[config.mk]
export PLATFORM = sky130hd
export DESIGN_NAME = mdio_mgmt_slave
export DESIGN_NICKNAME = d
export VERILOG_FILES = /design/src/rtl/mdio_pkg.sv /design/src/rtl/mdio_edge_sync.sv /design/src/rtl/mdio_frame.sv /design/src/rtl/mdio_regfile.sv /design/src/rtl/mdio_mgmt_slave.sv
export SDC_FILE = /design/constraint.sdc
export NUM_CORES = 1
export LEC_CHECK = 0
export CAP_MARGIN = 40
export CORE_ASPECT_RATIO = 1.4
export CORE_MARGIN = 4
export CORE_UTILIZATION = 45
export CTS_CLUSTER_DIAMETER = 80
export CTS_CLUSTER_SIZE = 10
export DETAILED_ROUTE_END_ITERATION = 16
export DONT_BUFFER_PORTS = 1
export GPL_TIMING_DRIVEN = 0
export PLACE_DENSITY_LB_ADDON = 0.2
export SKIP_CTS_REPAIR_TIMING = 1
export SLEW_MARGIN = 20
export SYNTH_ARGS = -nofsm -noshare
export SYNTH_HDL_FRONTEND = slang
export SYNTH_SLANG_ARGS = --single-unit
[constraint.sdc]
create_clock -name clk -period 6.4 [get_ports clk]
set_input_delay 1.28 -clock clk [delete_from_list [all_inputs] [get_ports clk]]
set_output_delay 1.28 -clock clk [all_outputs]
set_load 0.005 [all_outputs]
[src/rtl/mdio_pkg.sv]
package mdio_pkg;
  localparam int REG_W = 16;
  localparam int ADR_W = 5;

  localparam logic [1:0] OPC_WR = 2'b01;
  localparam logic [1:0] OPC_RD = 2'b10;

  typedef enum logic [2:0] {
    ST_PRE,
    ST_SFD,
    ST_HDR,
    ST_TA,
    ST_DAT
  } mdio_st_e;

  typedef struct packed {
    logic loopback;
    logic speed100;
    logic an_en;
    logic pwrdn;
    logic isolate;
    logic duplex;
  } ctl_t;

  localparam ctl_t CTL_DEF = 6'b011000;
endpackage

[src/rtl/mdio_edge_sync.sv]
module mdio_edge_sync #(
  parameter int STAGES = 2
) (
  input  logic clk,
  input  logic rst,
  input  logic mdc,
  input  logic mdio_i,
  output logic rise,
  output logic bit_q
);
  logic [STAGES-1:0] mdc_sr;
  logic [STAGES-1:0] dat_sr;
  logic              mdc_last;

  always_ff @(posedge clk) begin
    if (rst) begin
      mdc_sr   <= '0;
      dat_sr   <= '1;
      mdc_last <= 1'b0;
      rise     <= 1'b0;
      bit_q    <= 1'b1;
    end else begin
      mdc_sr   <= {mdc_sr[STAGES-2:0], mdc};
      dat_sr   <= {dat_sr[STAGES-2:0], mdio_i};
      mdc_last <= mdc_sr[STAGES-1];
      rise     <= mdc_sr[STAGES-1] & ~mdc_last;
      bit_q    <= dat_sr[STAGES-1];
    end
  end
endmodule

[src/rtl/mdio_frame.sv]
module mdio_frame
  import mdio_pkg::*;
#(
  parameter int PRE_LEN = 32
) (
  input  logic             clk,
  input  logic             rst,
  input  logic             rise,
  input  logic             bit_i,
  input  logic [ADR_W-1:0] phy_addr,
  input  logic             rd_hit,
  input  logic [REG_W-1:0] rd_data,
  output logic [ADR_W-1:0] reg_a,
  output logic             sel_own,
  output logic             sel_bcast,
  output logic             wr_en,
  output logic [REG_W-1:0] wr_data,
  output logic             mdio_o,
  output logic             mdio_oe
);
  localparam int HDR_BITS = 2 + 2 * ADR_W;
  localparam int ONES_W   = $clog2(PRE_LEN + 1);
  localparam int CNT_W    = $clog2(HDR_BITS + REG_W + 1);
  localparam logic [ONES_W-1:0] ONES_MAX = ONES_W'(PRE_LEN);
  localparam logic [CNT_W-1:0]  HDR_LAST = CNT_W'(HDR_BITS - 1);
  localparam logic [CNT_W-1:0]  DAT_LAST = CNT_W'(REG_W - 1);

  mdio_st_e            st;
  logic [ONES_W-1:0]   ones;
  logic [CNT_W-1:0]    bcnt;
  logic [HDR_BITS-2:0] hdr;
  logic [HDR_BITS-1:0] hdr_nx;
  logic [1:0]          op_q;
  logic [REG_W-1:0]    sh;
  logic                rd_go;
  logic [1:0]          op_nx;
  logic [ADR_W-1:0]    pa_nx;

  assign hdr_nx = {hdr, bit_i};
  assign op_nx  = hdr_nx[HDR_BITS-1 -: 2];
  assign pa_nx  = hdr_nx[2*ADR_W-1 -: ADR_W];

  always_ff @(posedge clk) begin
    if (rst) begin
      st        <= ST_PRE;
      ones      <= '0;
      bcnt      <= '0;
      hdr       <= '0;
      op_q      <= '0;
      reg_a     <= '0;
      sel_own   <= 1'b0;
      sel_bcast <= 1'b0;
      sh        <= '0;
      rd_go     <= 1'b0;
      wr_en     <= 1'b0;
      wr_data   <= '0;
      mdio_o    <= 1'b1;
      mdio_oe   <= 1'b0;
    end else begin
      wr_en <= 1'b0;
      if (rise) begin
        unique case (st)
          ST_PRE: begin
            if (bit_i) begin
              if (ones != ONES_MAX) ones <= ones + 1'b1;
            end else begin
              if (ones == ONES_MAX) st <= ST_SFD;
              ones <= '0;
            end
          end
          ST_SFD: begin
            st   <= bit_i ? ST_HDR : ST_PRE;
            bcnt <= '0;
          end
          ST_HDR: begin
            hdr  <= hdr_nx[HDR_BITS-2:0];
            bcnt <= bcnt + 1'b1;
            if (bcnt == HDR_LAST) begin
              bcnt      <= '0;
              op_q      <= op_nx;
              reg_a     <= hdr_nx[ADR_W-1:0];
              sel_own   <= (pa_nx == phy_addr);
              sel_bcast <= (pa_nx == '0) && (pa_nx != phy_addr);
              st        <= (op_nx == OPC_RD || op_nx == OPC_WR) ? ST_TA : ST_PRE;
            end
          end
          ST_TA: begin
            bcnt <= bcnt + 1'b1;
            if (bcnt == '0) begin
              sh    <= rd_data;
              rd_go <= (op_q == OPC_RD) && rd_hit;
              if ((op_q == OPC_RD) && rd_hit) begin
                mdio_oe <= 1'b1;
                mdio_o  <= 1'b0;
              end
            end else begin
              st   <= ST_DAT;
              bcnt <= '0;
              if (rd_go) begin
                mdio_o <= sh[REG_W-1];
                sh     <= {sh[REG_W-2:0], 1'b0};
              end
            end
          end
          ST_DAT: begin
            bcnt <= bcnt + 1'b1;
            if (op_q == OPC_RD) begin
              sh <= {sh[REG_W-2:0], 1'b0};
              if (bcnt == DAT_LAST) begin
                mdio_oe <= 1'b0;
                mdio_o  <= 1'b1;
              end else if (rd_go) begin
                mdio_o <= sh[REG_W-1];
              end
            end else begin
              sh <= {sh[REG_W-2:0], bit_i};
            end
            if (bcnt == DAT_LAST) begin
              st    <= ST_PRE;
              bcnt  <= '0;
              ones  <= '0;
              rd_go <= 1'b0;
              if (op_q == OPC_WR) begin
                wr_en   <= 1'b1;
                wr_data <= {sh[REG_W-2:0], bit_i};
              end
            end
          end
          default: st <= ST_PRE;
        endcase
      end
    end
  end


  mdio_edge_only_chk: assert property (@(posedge clk) disable iff (rst)
    !rise |=> ($stable(mdio_oe) && $stable(mdio_o)));


  wr_single_pulse_chk: assert property (@(posedge clk) disable iff (rst)
    wr_en |=> !wr_en);


  drive_needs_read_chk: assert property (@(posedge clk) disable iff (rst)
    mdio_oe |-> (op_q == OPC_RD) && (sel_own || sel_bcast));
endmodule

[src/rtl/mdio_regfile.sv]
module mdio_regfile
  import mdio_pkg::*;
#(
  parameter logic [15:0] OUI_HI    = 16'h2A5C,
  parameter logic [5:0]  OUI_LO    = 6'h15,
  parameter logic [5:0]  MODEL     = 6'h0C,
  parameter logic [3:0]  REV       = 4'h9,
  parameter int          VEND_BASE = 16,
  parameter int          VEND_NUM  = 7
) (
  input  logic             clk,
  input  logic             rst,
  input  logic [ADR_W-1:0] reg_a,
  input  logic             sel_own,
  input  logic             sel_bcast,
  input  logic             wr_en,
  input  logic [REG_W-1:0] wr_data,
  input  logic [2:0]       tech_strap,
  input  logic             link_up,
  input  logic             an_done,
  output logic             rd_hit,
  output logic [REG_W-1:0] rd_data,
  output ctl_t             ctl_q
);
  localparam int VI_W = (VEND_NUM > 1) ? $clog2(VEND_NUM) : 1;
  localparam logic [ADR_W-1:0] V_LO = ADR_W'(VEND_BASE);
  localparam logic [ADR_W:0]   V_HI = (ADR_W + 1)'(VEND_BASE + VEND_NUM);
  localparam logic [ADR_W-1:0] STD_END = ADR_W'(4);

  logic [REG_W-1:0] vend [VEND_NUM];
  logic             is_std;
  logic             is_vend;
  logic [VI_W-1:0]  vidx;
  logic             wr_hit;
  logic             sw_rst_wr;
  logic             spd_wr_ok;
  logic [REG_W-1:0] ctl_word;
  logic [REG_W-1:0] stat_word;

  assign is_std    = reg_a < STD_END;
  assign is_vend   = (reg_a >= V_LO) && ({1'b0, reg_a} < V_HI);
  assign vidx      = VI_W'(reg_a - V_LO);
  assign rd_hit    = (is_std && (sel_own || sel_bcast)) || (is_vend && sel_own);
  assign wr_hit    = wr_en && rd_hit;
  assign sw_rst_wr = wr_hit && (reg_a == '0) && wr_data[15];
  assign spd_wr_ok = (tech_strap == 3'b000) && !ctl_q.an_en;

  assign ctl_word  = {1'b0, ctl_q.loopback, ctl_q.speed100, ctl_q.an_en,
                      ctl_q.pwrdn, ctl_q.isolate, 1'b0, ctl_q.duplex, 8'h00};
  assign stat_word = {1'b0, tech_strap[2], tech_strap[1], tech_strap[0], 1'b1,
                      5'b00000, an_done, 1'b0, 1'b1, link_up, 1'b0, 1'b1};

  always_ff @(posedge clk) begin
    if (rst || sw_rst_wr) begin
      ctl_q <= CTL_DEF;
    end else if (wr_hit && (reg_a == '0)) begin
      ctl_q.loopback <= wr_data[14];
      ctl_q.an_en    <= wr_data[12];
      ctl_q.pwrdn    <= wr_data[11];
      ctl_q.isolate  <= wr_data[10];
      ctl_q.duplex   <= wr_data[8];
      if (spd_wr_ok) ctl_q.speed100 <= wr_data[13];
    end
  end

  for (genvar g = 0; g < VEND_NUM; g++) begin : g_vend
    always_ff @(posedge clk) begin
      if (rst || sw_rst_wr) vend[g] <= '0;
      else if (wr_hit && is_vend && (vidx == VI_W'(g))) vend[g] <= wr_data;
    end
  end

  always_comb begin
    rd_data = '0;
    if (is_vend) begin
      rd_data = vend[vidx];
    end else begin
      case (reg_a)
        5'd0:    rd_data = ctl_word;
        5'd1:    rd_data = stat_word;
        5'd2:    rd_data = OUI_HI;
        5'd3:    rd_data = {OUI_LO, MODEL, REV};
        default: rd_data = '0;
      endcase
    end
  end


  speed_lock_chk: assert property (@(posedge clk) disable iff (rst)
    ((tech_strap != 3'b000) && !sw_rst_wr) |=> $stable(ctl_q.speed100));


  swrst_default_chk: assert property (@(posedge clk) disable iff (rst)
    sw_rst_wr |=> (ctl_q.speed100 && ctl_q.an_en && !ctl_q.pwrdn &&
                   !ctl_q.isolate && !ctl_q.loopback && !ctl_q.duplex));


  miss_write_inert_chk: assert property (@(posedge clk) disable iff (rst)
    (wr_en && !rd_hit) |=> $stable(ctl_q));
endmodule

[src/rtl/mdio_mgmt_slave.sv]
module mdio_mgmt_slave
  import mdio_pkg::*;
#(
  parameter int          PRE_LEN   = 32,
  parameter int          SYNC_STG  = 2,
  parameter logic [15:0] OUI_HI    = 16'h2A5C,
  parameter logic [5:0]  OUI_LO    = 6'h15,
  parameter logic [5:0]  MODEL     = 6'h0C,
  parameter logic [3:0]  REV       = 4'h9,
  parameter int          VEND_BASE = 16,
  parameter int          VEND_NUM  = 7
) (
  input  logic       clk,
  input  logic       rst,
  input  logic       mdc,
  input  logic       mdio_i,
  output logic       mdio_o,
  output logic       mdio_oe,
  input  logic [4:0] phy_addr,
  input  logic [2:0] tech_strap,
  input  logic       link_up,
  input  logic       an_done,
  output logic       speed100,
  output logic       an_enable,
  output logic       full_duplex,
  output logic       loopback,
  output logic       power_down,
  output logic       isolate
);
  logic             rise;
  logic             bit_q;
  logic [ADR_W-1:0] reg_a;
  logic             sel_own;
  logic             sel_bcast;
  logic             wr_en;
  logic [REG_W-1:0] wr_data;
  logic             rd_hit;
  logic [REG_W-1:0] rd_data;
  ctl_t             ctl_q;

  mdio_edge_sync #(.STAGES(SYNC_STG)) u_sync (
    .clk(clk), .rst(rst), .mdc(mdc), .mdio_i(mdio_i),
    .rise(rise), .bit_q(bit_q)
  );

  mdio_frame #(.PRE_LEN(PRE_LEN)) u_frame (
    .clk(clk), .rst(rst), .rise(rise), .bit_i(bit_q), .phy_addr(phy_addr),
    .rd_hit(rd_hit), .rd_data(rd_data), .reg_a(reg_a), .sel_own(sel_own),
    .sel_bcast(sel_bcast), .wr_en(wr_en), .wr_data(wr_data),
    .mdio_o(mdio_o), .mdio_oe(mdio_oe)
  );

  mdio_regfile #(
    .OUI_HI(OUI_HI), .OUI_LO(OUI_LO), .MODEL(MODEL), .REV(REV),
    .VEND_BASE(VEND_BASE), .VEND_NUM(VEND_NUM)
  ) u_regs (
    .clk(clk), .rst(rst), .reg_a(reg_a), .sel_own(sel_own),
    .sel_bcast(sel_bcast), .wr_en(wr_en), .wr_data(wr_data),
    .tech_strap(tech_strap), .link_up(link_up), .an_done(an_done),
    .rd_hit(rd_hit), .rd_data(rd_data), .ctl_q(ctl_q)
  );

  assign speed100    = ctl_q.speed100;
  assign an_enable   = ctl_q.an_en;
  assign full_duplex = ctl_q.duplex;
  assign loopback    = ctl_q.loopback;
  assign power_down  = ctl_q.pwrdn;
  assign isolate     = ctl_q.isolate;
endmodule

==> impl_metrics.py, run 1 <==
metrics = {
    "status": {
        "status": "complete, no violations",
    },
    "critical_path": {
        "rrSetupSlack_ns": 3.46,
        "critPathMaxFanout": 10,
        "max_stage_delay_ns": 0.55,
        "crit_arrival_ns": 3.08,
        "slowest_stage": "nor3_2",
        "critical_path.cell_chain": "nor3_2 > o2111ai_1 > inv_2 > a21oi_1 > buf_4 > o21ai_2 > buf_6",
        "r2r_cells": 7,
        "criticalPathCategory": "register to register",
        "cp.required_ns": 6.54,
        "worstSetupEndpointType": "register",
        "cp-start-kind": "register",
    },
    "sta": {
        "maxSlewHeadroom": 0.4630,
        "final_hold_viol_count": 0,
        "layout_setup_ws_ns": 3.458,
        "rsz0062_at_grt": "false",
        "timing.setup.tns_ns": 0,
        "finalSetupViolations": 0,
        "period_share": 0.4597,
        "max_freq_ghz": 0.3399,
        "slew_viol_final": 0,
        "skew_ns": 0.01992,
        "worst_pin_slew_ns": 0.8039,
        "min_period_ns": 2.942,
    },
    "drt": {
        "vias_per_cell": 5.750,
        "firstDrtPassIters": 5,
        "routed_wl_um": 23730,
        "first_iter_violations": 535,
        "drc": 0,
        "drtAntennaViolNets": 0,
        "wl_per_cell_um": 21.34,
        "num_vias": 6394,
    },
    "min_path": {
        "worst_hold_path.num_cells": 1,
        "min_path_type": "register to register",
    },
    "synthesis": {
        "synth_area_leaders": "edfxtp_1 36%, dfxtp_1 19%, and2_1 7.7%, mux2i_1 4.8%, mux4_2 3.9%",
        "seq_area_frac_synth": 0.5513,
        "synthFlopType": "edfxtp_1",
        "yosys_warnings": 0,
        "netlist_instances": 822,
        "synth_area_um2": 9224,
        "synth_seq_cells": 198,
        "async_flop_share": 0,
        "synth_top_area_frac": 0.3646,
        "synth_area_leader_cell": "edfxtp_1",
        "post-synth-top-count-cell": "and2_1",
        "yosysUniqueCellTypes": 73,
        "synth_nets": 842,
        "synth.avg_cell_area_um2": 11.22,
        "synth-edff-count": 112,
        "synth_common_cells": "114 x and2_1, 112 x edfxtp_1, 86 x dfxtp_1",
    },
    "cts": {
        "cts_sinks": 198,
        "htree_levels": 4,
        "cts_tree": "done",
        "cts_made_buffers": 17,
        "insertion_delay_ns": 0.44,
        "clockRootBuffer": "clkbuf_16",
        "clkSlewWorstSetupHoldPaths_ns": 0.08,
        "clk_path_buf_depth": 2,
    },
    "power_and_ir_drop": {
        "peakVddDrop_mv": 0.1404,
        "p_seq_frac": 0.524,
        "switchingPower_uw": 538.7,
        "switching_share": 0.2055,
        "p_int_mw": 2.082,
        "p_comb_frac": 0.022,
        "cellLeakagePower_nw": 3.566,
        "power_density_nw_per_um2": 254.4,
        "clockPowerShare": 0.454,
    },
    "global_routing": {
        "first_global_vias": 6602,
        "gr-usage-all-layers": 0.2142,
        "antenna_found_initial": 0,
        "grt_remaining_overflow": 0,
        "grt_max_degree": 18,
        "grt_pass1_wl_um": 36870,
    },
    "finish": {
        "fillCellCount": 1776,
        "syn_to_final_growth_pct": 11.69,
        "diodes": 0,
        "final_layout_size_suffix_gt1_frac": 0.1326,
        "utilization": 0.5152,
        "fin_nets": 867,
    },
    "placed_design": {
        "port_buffers": 0,
        "dpl.hpwl_um": 17250,
        "gp_congestion": 0.9211,
        "post-place-ws_ns": 3.342,
    },
    "floorplanning": {
        "core_um2": 20000,
        "die_y_um": 177.4,
        "start_util": 0.4613,
        "rows": 61,
        "pin_count": 22,
        "fp.dieW_um": 129,
        "dieArea_um2": 22880,
    },
    "job": {
        "maxCapViolCount": 0,
    },
}
==> routing by layer <==
metal / GRT usage / share of wire
met5: 0 / 0
met4: 0.07793 / 0.034
met3: 0.03583 / 0.049
met2: 0.4070 / 0.54
met1: 0.2352 / 0.37
==> cell usage in the layout, fill, tap and decap left out, drive strengths merged, types with 4 or more instances in the layout <==
master	instances
nand3	25
dfxtp	86
nand2b	10
nor3	7
o21ai	47
nor2b	8
nand3b	5
ha	6
o211ai	7
o2111ai	5
nor2	56
clkbuf	35
clkinv	4
or2	5
a32o	4
inv	18
xor2	8
a31oi	7
nand2	86
mux2i	44
buf	32
edfxtp	112
mux4	16
a21oi	42
and2	114
bufinv	5
nand4	5
a2bb2oi	7
nor3b	4
or3	5
==> worst paths after layout <==
kind / startpoint / end
worst max register to register: u_frame.reg_a[3]$_SDFFE_PP0P_ / u_regs.vend[5][5]$_SDFFCE_PN0P_
worst min-delay path: u_sync.mdc_last$_SDFF_PP0_ / u_sync.rise$_SDFF_PP0_
worst min register to register: u_sync.mdc_last$_SDFF_PP0_ / u_sync.rise$_SDFF_PP0_
worst max-delay path: u_frame.reg_a[3]$_SDFFE_PP0P_ / u_regs.vend[5][5]$_SDFFCE_PN0P_
==> stage by stage <==
stage	power [mW]	hold slack [ns]	cells	instance area, um^2
6_report	2.621	0.3853	1112	10300
5_1_grt	2.687	0.4125	1112	10300
4_1_cts	2.627	0.3852	1112	10300
3_5_place_dp	1.460	0.3742	1080	9656
3_3_place_gp	1.453	0.3749	1074	9539
2_1_floorplan	1.432	0.3674	822	9224
==> sequential cells by signal, indices dropped and copies added (netlist names), 2 cells and up, named ones only <==
register / count
u_regs.vend: 112
u_frame.sh: 16
u_frame.wr_data: 16
u_frame.hdr: 11
u_frame.ones: 6
u_regs.ctl_q: 6
u_frame.bcnt: 5
u_frame.reg_a: 5
u_frame.st: 3
u_frame.op_q: 2
u_sync.dat_sr: 2
u_sync.mdc_sr: 2
==> critical path, delay by kind of cell, from the launching register on <==
| kind | cells | cell delay (ns) |
|---|---|---|
| AO/OA/AOI/OAI | 3 | 0.95 |
| flip-flops | 1 | 0.40 |
| buffers and inverters | 3 | 0.73 |
| AND/OR/NAND/NOR | 1 | 0.55 |
==> power groups by stage <==
stage	combinational, mW	sequential, mW	clock [mW]
after floorplan	0.0326	1.40	0
after global placement	0.0505	1.40	0
after detailed placement	0.0585	1.40	0
after CTS	0.0587	1.37	1.20
after global routing	0.0623	1.37	1.25
final	0.0578	1.37	1.19
==> cells by family (layout without fill, tap and decap cells) <==
kind of cell,Yosys count,in the layout,share of synthesized area
buffers and inverters,56,94,0.02889
AOI/OAI and AO/OA,142,142,0.09929
muxes,63,63,0.09048
and+or+nand+nor,346,346,0.2115
DFF,198,198,0.5513
adders and majority gates,6,6,0.008139
xor gates and xnor gates,11,11,0.01045
==> cell type report <==
type / count / area [um^2] / area share
clock buffers: 17 / 425.4 / 0.04129
repair buffers: 6 / 75.07 / 0.007287
well taps: 252 / 315.3 / 0.03060
plain buffers: 44 / 221.5 / 0.02150
inverters: 12 / 45.04 / 0.004372
clock inverters: 15 / 221.5 / 0.02150
flip-flops and latches: 198 / 5085 / 0.4936
multi-input cells: 568 / 3914 / 0.3799
Power figures use the tool's default switching activity.
==> inputs of run 2 (changes only) <==
clock period = 2.7 ns   (was 6.4 ns; I/O delays follow)
==> impl_metrics.py, run 2 (synthesis gave the netlist of run 1 again) <==
metrics = {
    "floorplanning": {
        "fp.dieW_um": 129,
        "start_util": 0.4613,
        "die_y_um": 177.4,
        "dieArea_um2": 22880,
        "pin_count": 22,
        "rows": 61,
        "core_um2": 20000,
    },
    "finish": {
        "diodes": 0,
        "largest_reg_flops": 112,
        "top_register": "u_regs.vend",
        "utilization": 0.5149,
        "layout_common_cells": "114 x and2_1, 112 x edfxtp_1, 86 x dfxtp_1",
        "final_common_cell": "and2_1",
        "seq_area_um2": 5085,
        "multi_input_area_um2": 3944,
        "final_layout_size_suffix_gt1_frac": 0.1435,
        "syn_to_final_growth_pct": 11.62,
        "fin_nets": 871,
        "fillCellCount": 1755,
        "reg_top3": "u_regs.vend x112, u_frame.sh x16, u_frame.wr_data x16",
    },
    "critical_path": {
        "criticalPathCategory": "register to register",
        "cp.required_ns": 2.84,
        "cp-start-kind": "register",
        "crit_arrival_ns": 2.72,
        "critPathMaxFanout": 10,
        "worstSetupEndpointType": "register",
    },
    "cts": {
        "htree_levels": 4,
        "cts_made_buffers": 17,
        "insertion_delay_ns": 0.43,
        "clkSlewWorstSetupHoldPaths_ns": 0.08,
        "cts_tree": "done",
        "cts_sinks": 198,
        "clockRootBuffer": "clkbuf_16",
        "clk_path_buf_depth": 2,
    },
    "global_routing": {
        "antenna_found_initial": 0,
        "gr-usage-all-layers": 0.2125,
        "grt_pass1_wl_um": 36490,
        "first_global_vias": 6464,
        "grt_remaining_overflow": 0,
        "grt_max_degree": 21,
    },
    "placed_design": {
        "dpl.hpwl_um": 17140,
        "port_buffers": 0,
        "gp_congestion": 0.9331,
    },
    "sta": {
        "holdWs_ns": 0.1802,
        "maxSlewHeadroom": 0.4180,
        "max_freq_ghz": 0.3875,
        "skew_ns": 0.009412,
        "period_share": 0.9559,
        "min_period_ns": 2.581,
        "worst_pin_slew_ns": 0.8712,
        "slew_viol_final": 0,
        "finalSetupViolations": 0,
        "final_hold_viol_count": 0,
        "timing.setup.tns_ns": 0,
    },
    "drt": {
        "firstDrtPassIters": 5,
        "wl_per_cell_um": 21.21,
        "vias_per_cell": 5.798,
        "routed_wl_um": 23670,
        "drtAntennaViolNets": 0,
        "drc": 0,
        "first_iter_violations": 511,
        "num_vias": 6471,
    },
    "power_and_ir_drop": {
        "cellLeakagePower_nw": 3.563,
        "power_density_nw_per_um2": 568.8,
        "peakVddDrop_mv": 0.2708,
    },
    "min_path": {
        "min_path_type": "input pin to register",
    },
    "job": {
        "maxCapViolCount": 0,
    },
    "status": {
        "status": "complete, no violations",
    },
}
[run 2: changes by cell type in the layout (fill, tap and decap cells not counted), sizes merged]
cell and change:
inv +5, clkinvlp +2, clkinv -2, clkbuf +1, bufinv -5, buf +3
[run 2: cell type report]
type | instances | share of cell area
Clock inverter | 15 | 0.01385
Tap cell | 252 | 0.03062
Timing Repair Buffer | 10 | 0.01130
Clock buffer | 17 | 0.04132
Inverter | 12 | 0.004375
Buffer | 44 | 0.02163
Multi-Input combinational cell | 568 | 0.3830
Sequential cell | 198 | 0.4939
[run 2: critical path: stages, from the launching register on]
cell	delay, ns
dfxtp_1	0.51
nor2b_1	0.20
and2_1	0.20
clkbuf_2	0.30
nand4_1	0.39
o21ai_4	0.47
buf_8	0.21
[run 2: final timing paths]
kind	from	to	slack (ns)	cells past startpoint
hold reg to reg	u_sync.mdc_last$_SDFF_PP0_	u_sync.rise$_SDFF_PP0_	0.39	1
hold / removal	rst	u_sync.mdc_last$_SDFF_PP0_	0.18	1
setup reg to reg	u_frame.reg_a[4]$_SDFFE_PP0P_	u_regs.vend[5][1]$_SDFFCE_PN0P_	0.12	6
setup / recovery	u_frame.reg_a[4]$_SDFFE_PP0P_	u_regs.vend[5][1]$_SDFFCE_PN0P_	0.12	6
[run 2: power breakdown]
part,leakage (nW),switching [mW],internal (mW)
clock,0.277,1.23,1.23
sequential,1.85,0.0180,3.23
combinational,1.44,0.0950,0.0491
[run 2: layer usage]
metal | routed length, um | vias up | global-route usage | share of wire
li1 | - | 3014 | - | -
met1 | 9004 | 3205 | 0.2395 | 0.38
met2 | 12910 | 199 | 0.3992 | 0.55
met3 | 1043 | 53 | 0.03463 | 0.044
met4 | 717 | 0 | 0.07356 | 0.030
met5 | 0 | - | 0 | 0
[run 2: stage by stage]
step                cells  power, mW  area [um^2]  setup WS [ns]
floorplan             822      3.392         9224        -0.1298
global placement     1074      3.440         9539         -1.630
detailed placement   1081      3.461         9667        -0.1306
CTS                  1113      5.897        10230        -0.1433
global route         1116      6.039        10300      -0.008298
finish               1116      5.856        10300         0.1192
==> inputs of run 3 (changes only) <==
clock period = 2.9 ns   (was 2.7 ns; I/O delays follow)
==> impl_metrics.py, run 3 (synthesis gave the netlist of run 1 again) <==
metrics = {
    "sta": {
        "layout_setup_ws_ns": -0.01525,
        "finalSetupViolations": 7,
        "period_share": 1.005,
        "skew_ns": 0.01400,
        "max_freq_ghz": 0.3430,
        "worst_pin_slew_ns": 0.8085,
        "slew_viol_final": 0,
        "min_period_ns": 2.915,
        "rsz0062_at_grt": "true",
        "holdWs_ns": 0.2241,
        "final_hold_viol_count": 0,
        "maxSlewHeadroom": 0.4598,
    },
    "power_and_ir_drop": {
        "p_comb_frac": 0.022,
        "power_density_nw_per_um2": 560.8,
        "switchingPower_mw": 1.188,
        "switching_share": 0.2054,
        "p_int_mw": 4.594,
        "cellLeakagePower_nw": 3.569,
        "clockPowerShare": 0.454,
        "power_mw": 5.781,
        "p_seq_frac": 0.524,
        "peakVddDrop_mv": 0.3112,
    },
    "critical_path": {
        "cp-start-kind": "register",
        "cp.required_ns": 3.04,
        "rr_startpoint": "u_frame.reg_a[4]$_SDFFE_PP0P_",
        "worstSetupEndpointType": "register",
        "worstSetupEndpoint": "u_regs.vend[4][5]$_SDFFCE_PN0P_",
        "critPathLaunch": "u_frame.reg_a[4]$_SDFFE_PP0P_",
        "critPathMaxFanout": 10,
        "reg2reg_to": "u_regs.vend[4][5]$_SDFFCE_PN0P_",
        "criticalPathCategory": "register to register",
        "r2r_cells": 6,
        "crit_arrival_ns": 3.06,
        "rrSetupSlack_ns": -0.02,
    },
    "floorplanning": {
        "core_um2": 20000,
        "fp.dieW_um": 129,
        "rows": 61,
        "die_y_um": 177.4,
        "start_util": 0.4613,
        "pin_count": 22,
        "dieArea_um2": 22880,
    },
    "finish": {
        "fin_nets": 867,
        "final_common_cell": "and2_1",
        "final_layout_size_suffix_gt1_frac": 0.1337,
        "utilization": 0.5155,
        "top_register": "u_regs.vend",
        "final_cells": 1112,
        "diodes": 0,
        "reg_top3": "u_regs.vend x112, u_frame.sh x16, u_frame.wr_data x16",
        "layout_common_cells": "114 x and2_1, 112 x edfxtp_1, 86 x dfxtp_1",
        "fillCellCount": 1774,
        "syn_to_final_growth_pct": 11.76,
        "largest_reg_flops": 112,
    },
    "status": {
        "violations": "negative setup slack",
        "status": "finished with violations",
    },
    "placed_design": {
        "gp_congestion": 0.9211,
        "dpl.hpwl_um": 17250,
        "dp_cells": 1080,
        "post-place-ws_ns": -0.001202,
        "port_buffers": 0,
    },
    "cts": {
        "clkSlewWorstSetupHoldPaths_ns": 0.07,
        "htree_levels": 4,
        "cts_tree": "done",
        "insertion_delay_ns": 0.44,
        "clockRootBuffer": "clkbuf_16",
        "cts_made_buffers": 17,
        "cts_sinks": 198,
        "clk_path_buf_depth": 2,
    },
    "drt": {
        "drtAntennaViolNets": 0,
        "firstDrtPassIters": 5,
        "drc": 0,
        "num_vias": 6391,
        "routed_wl_um": 23670,
        "first_iter_violations": 534,
        "vias_per_cell": 5.747,
        "wl_per_cell_um": 21.29,
    },
    "global_routing": {
        "grt_max_degree": 18,
        "first_global_vias": 6602,
        "gr-usage-all-layers": 0.2142,
        "grt_remaining_overflow": 0,
        "grt_pass1_wl_um": 36870,
        "antenna_found_initial": 0,
    },
    "job": {
        "maxCapViolCount": 0,
    },
    "min_path": {
        "min_path_type": "input pin to register",
    },
}
[run 3: cell count changes in the layout (fill, tap and decap cells not counted), sizes merged]
cell,before,now
clkinv,2,4
clkinvlp,2,0
buf,35,32
inv,23,18
bufinv,0,5
clkbuf,36,35
[run 3: how the worst min path moves through the flow]
| stage | slack (ns) | from | depth (start not counted) | to |
|---|---|---|---|---|
| 2_1_floorplan | 0.37 | u_sync.mdc_last$_SDFF_PP0_ | 1 | u_sync.rise$_SDFF_PP0_ |
| 3_3_place_gp | 0.37 | u_sync.mdc_last$_SDFF_PP0_ | 1 | u_sync.rise$_SDFF_PP0_ |
| 3_5_place_dp | 0.37 | u_sync.mdc_last$_SDFF_PP0_ | 1 | u_sync.rise$_SDFF_PP0_ |
| 4_1_cts | 0.21 | rst | 1 | u_sync.mdc_last$_SDFF_PP0_ |
| 5_1_grt | 0.21 | rst | 1 | u_sync.mdc_last$_SDFF_PP0_ |
| 6_report | 0.22 | rst | 1 | u_sync.mdc_last$_SDFF_PP0_ |
[run 3: metal layers]
metal  wire length, um  vias up  track usage
met1              8846     3144       0.2352
li1                  -     2987            -
met3              1128       51      0.03583
met4               689        0      0.07793
met2             13010      209       0.4070
met5                 0        -            0
[run 3: power by group through the flow]
stage          clock (mW)  combinational (mW)  sequential [mW]
2_1_floorplan           0              0.0715             3.09
3_3_place_gp            0               0.111             3.09
3_5_place_dp            0               0.129             3.09
4_1_cts              2.64               0.129             3.03
5_1_grt              2.76               0.137             3.03
6_report             2.63               0.128             3.03
[run 3: worst max-delay path: stages (launching register included)]
cell     delay, ns
dfxtp_1       0.48
nor2b_1       0.21
and2_1        0.22
buf_1         0.49
nand4_1       0.32
o21ai_2       0.65
buf_6         0.25
[run 3: area by class of cell]
type                    count  area [um^2]  share of cell area
flip-flops and latches    198         5085              0.4933
multi-input cells         568         3920              0.3803
clock buffers              17        425.4             0.04127
well taps                 252        315.3             0.03059
clock inverters            15        221.5             0.02148
plain buffers              44        221.5             0.02148
repair buffers              6        75.07            0.007282
inverters                  12        45.04            0.004369
[run 3: per-stage QoR]
step | TNS [ns] | area [um^2]
final | -0.08501 | 10310
after CTS | -0.1578 | 10300
after detailed placement | -0.005489 | 9656
after global routing | -1.595 | 10310
after global placement | -138.53 | 9539
after floorplan | 0 | 9224
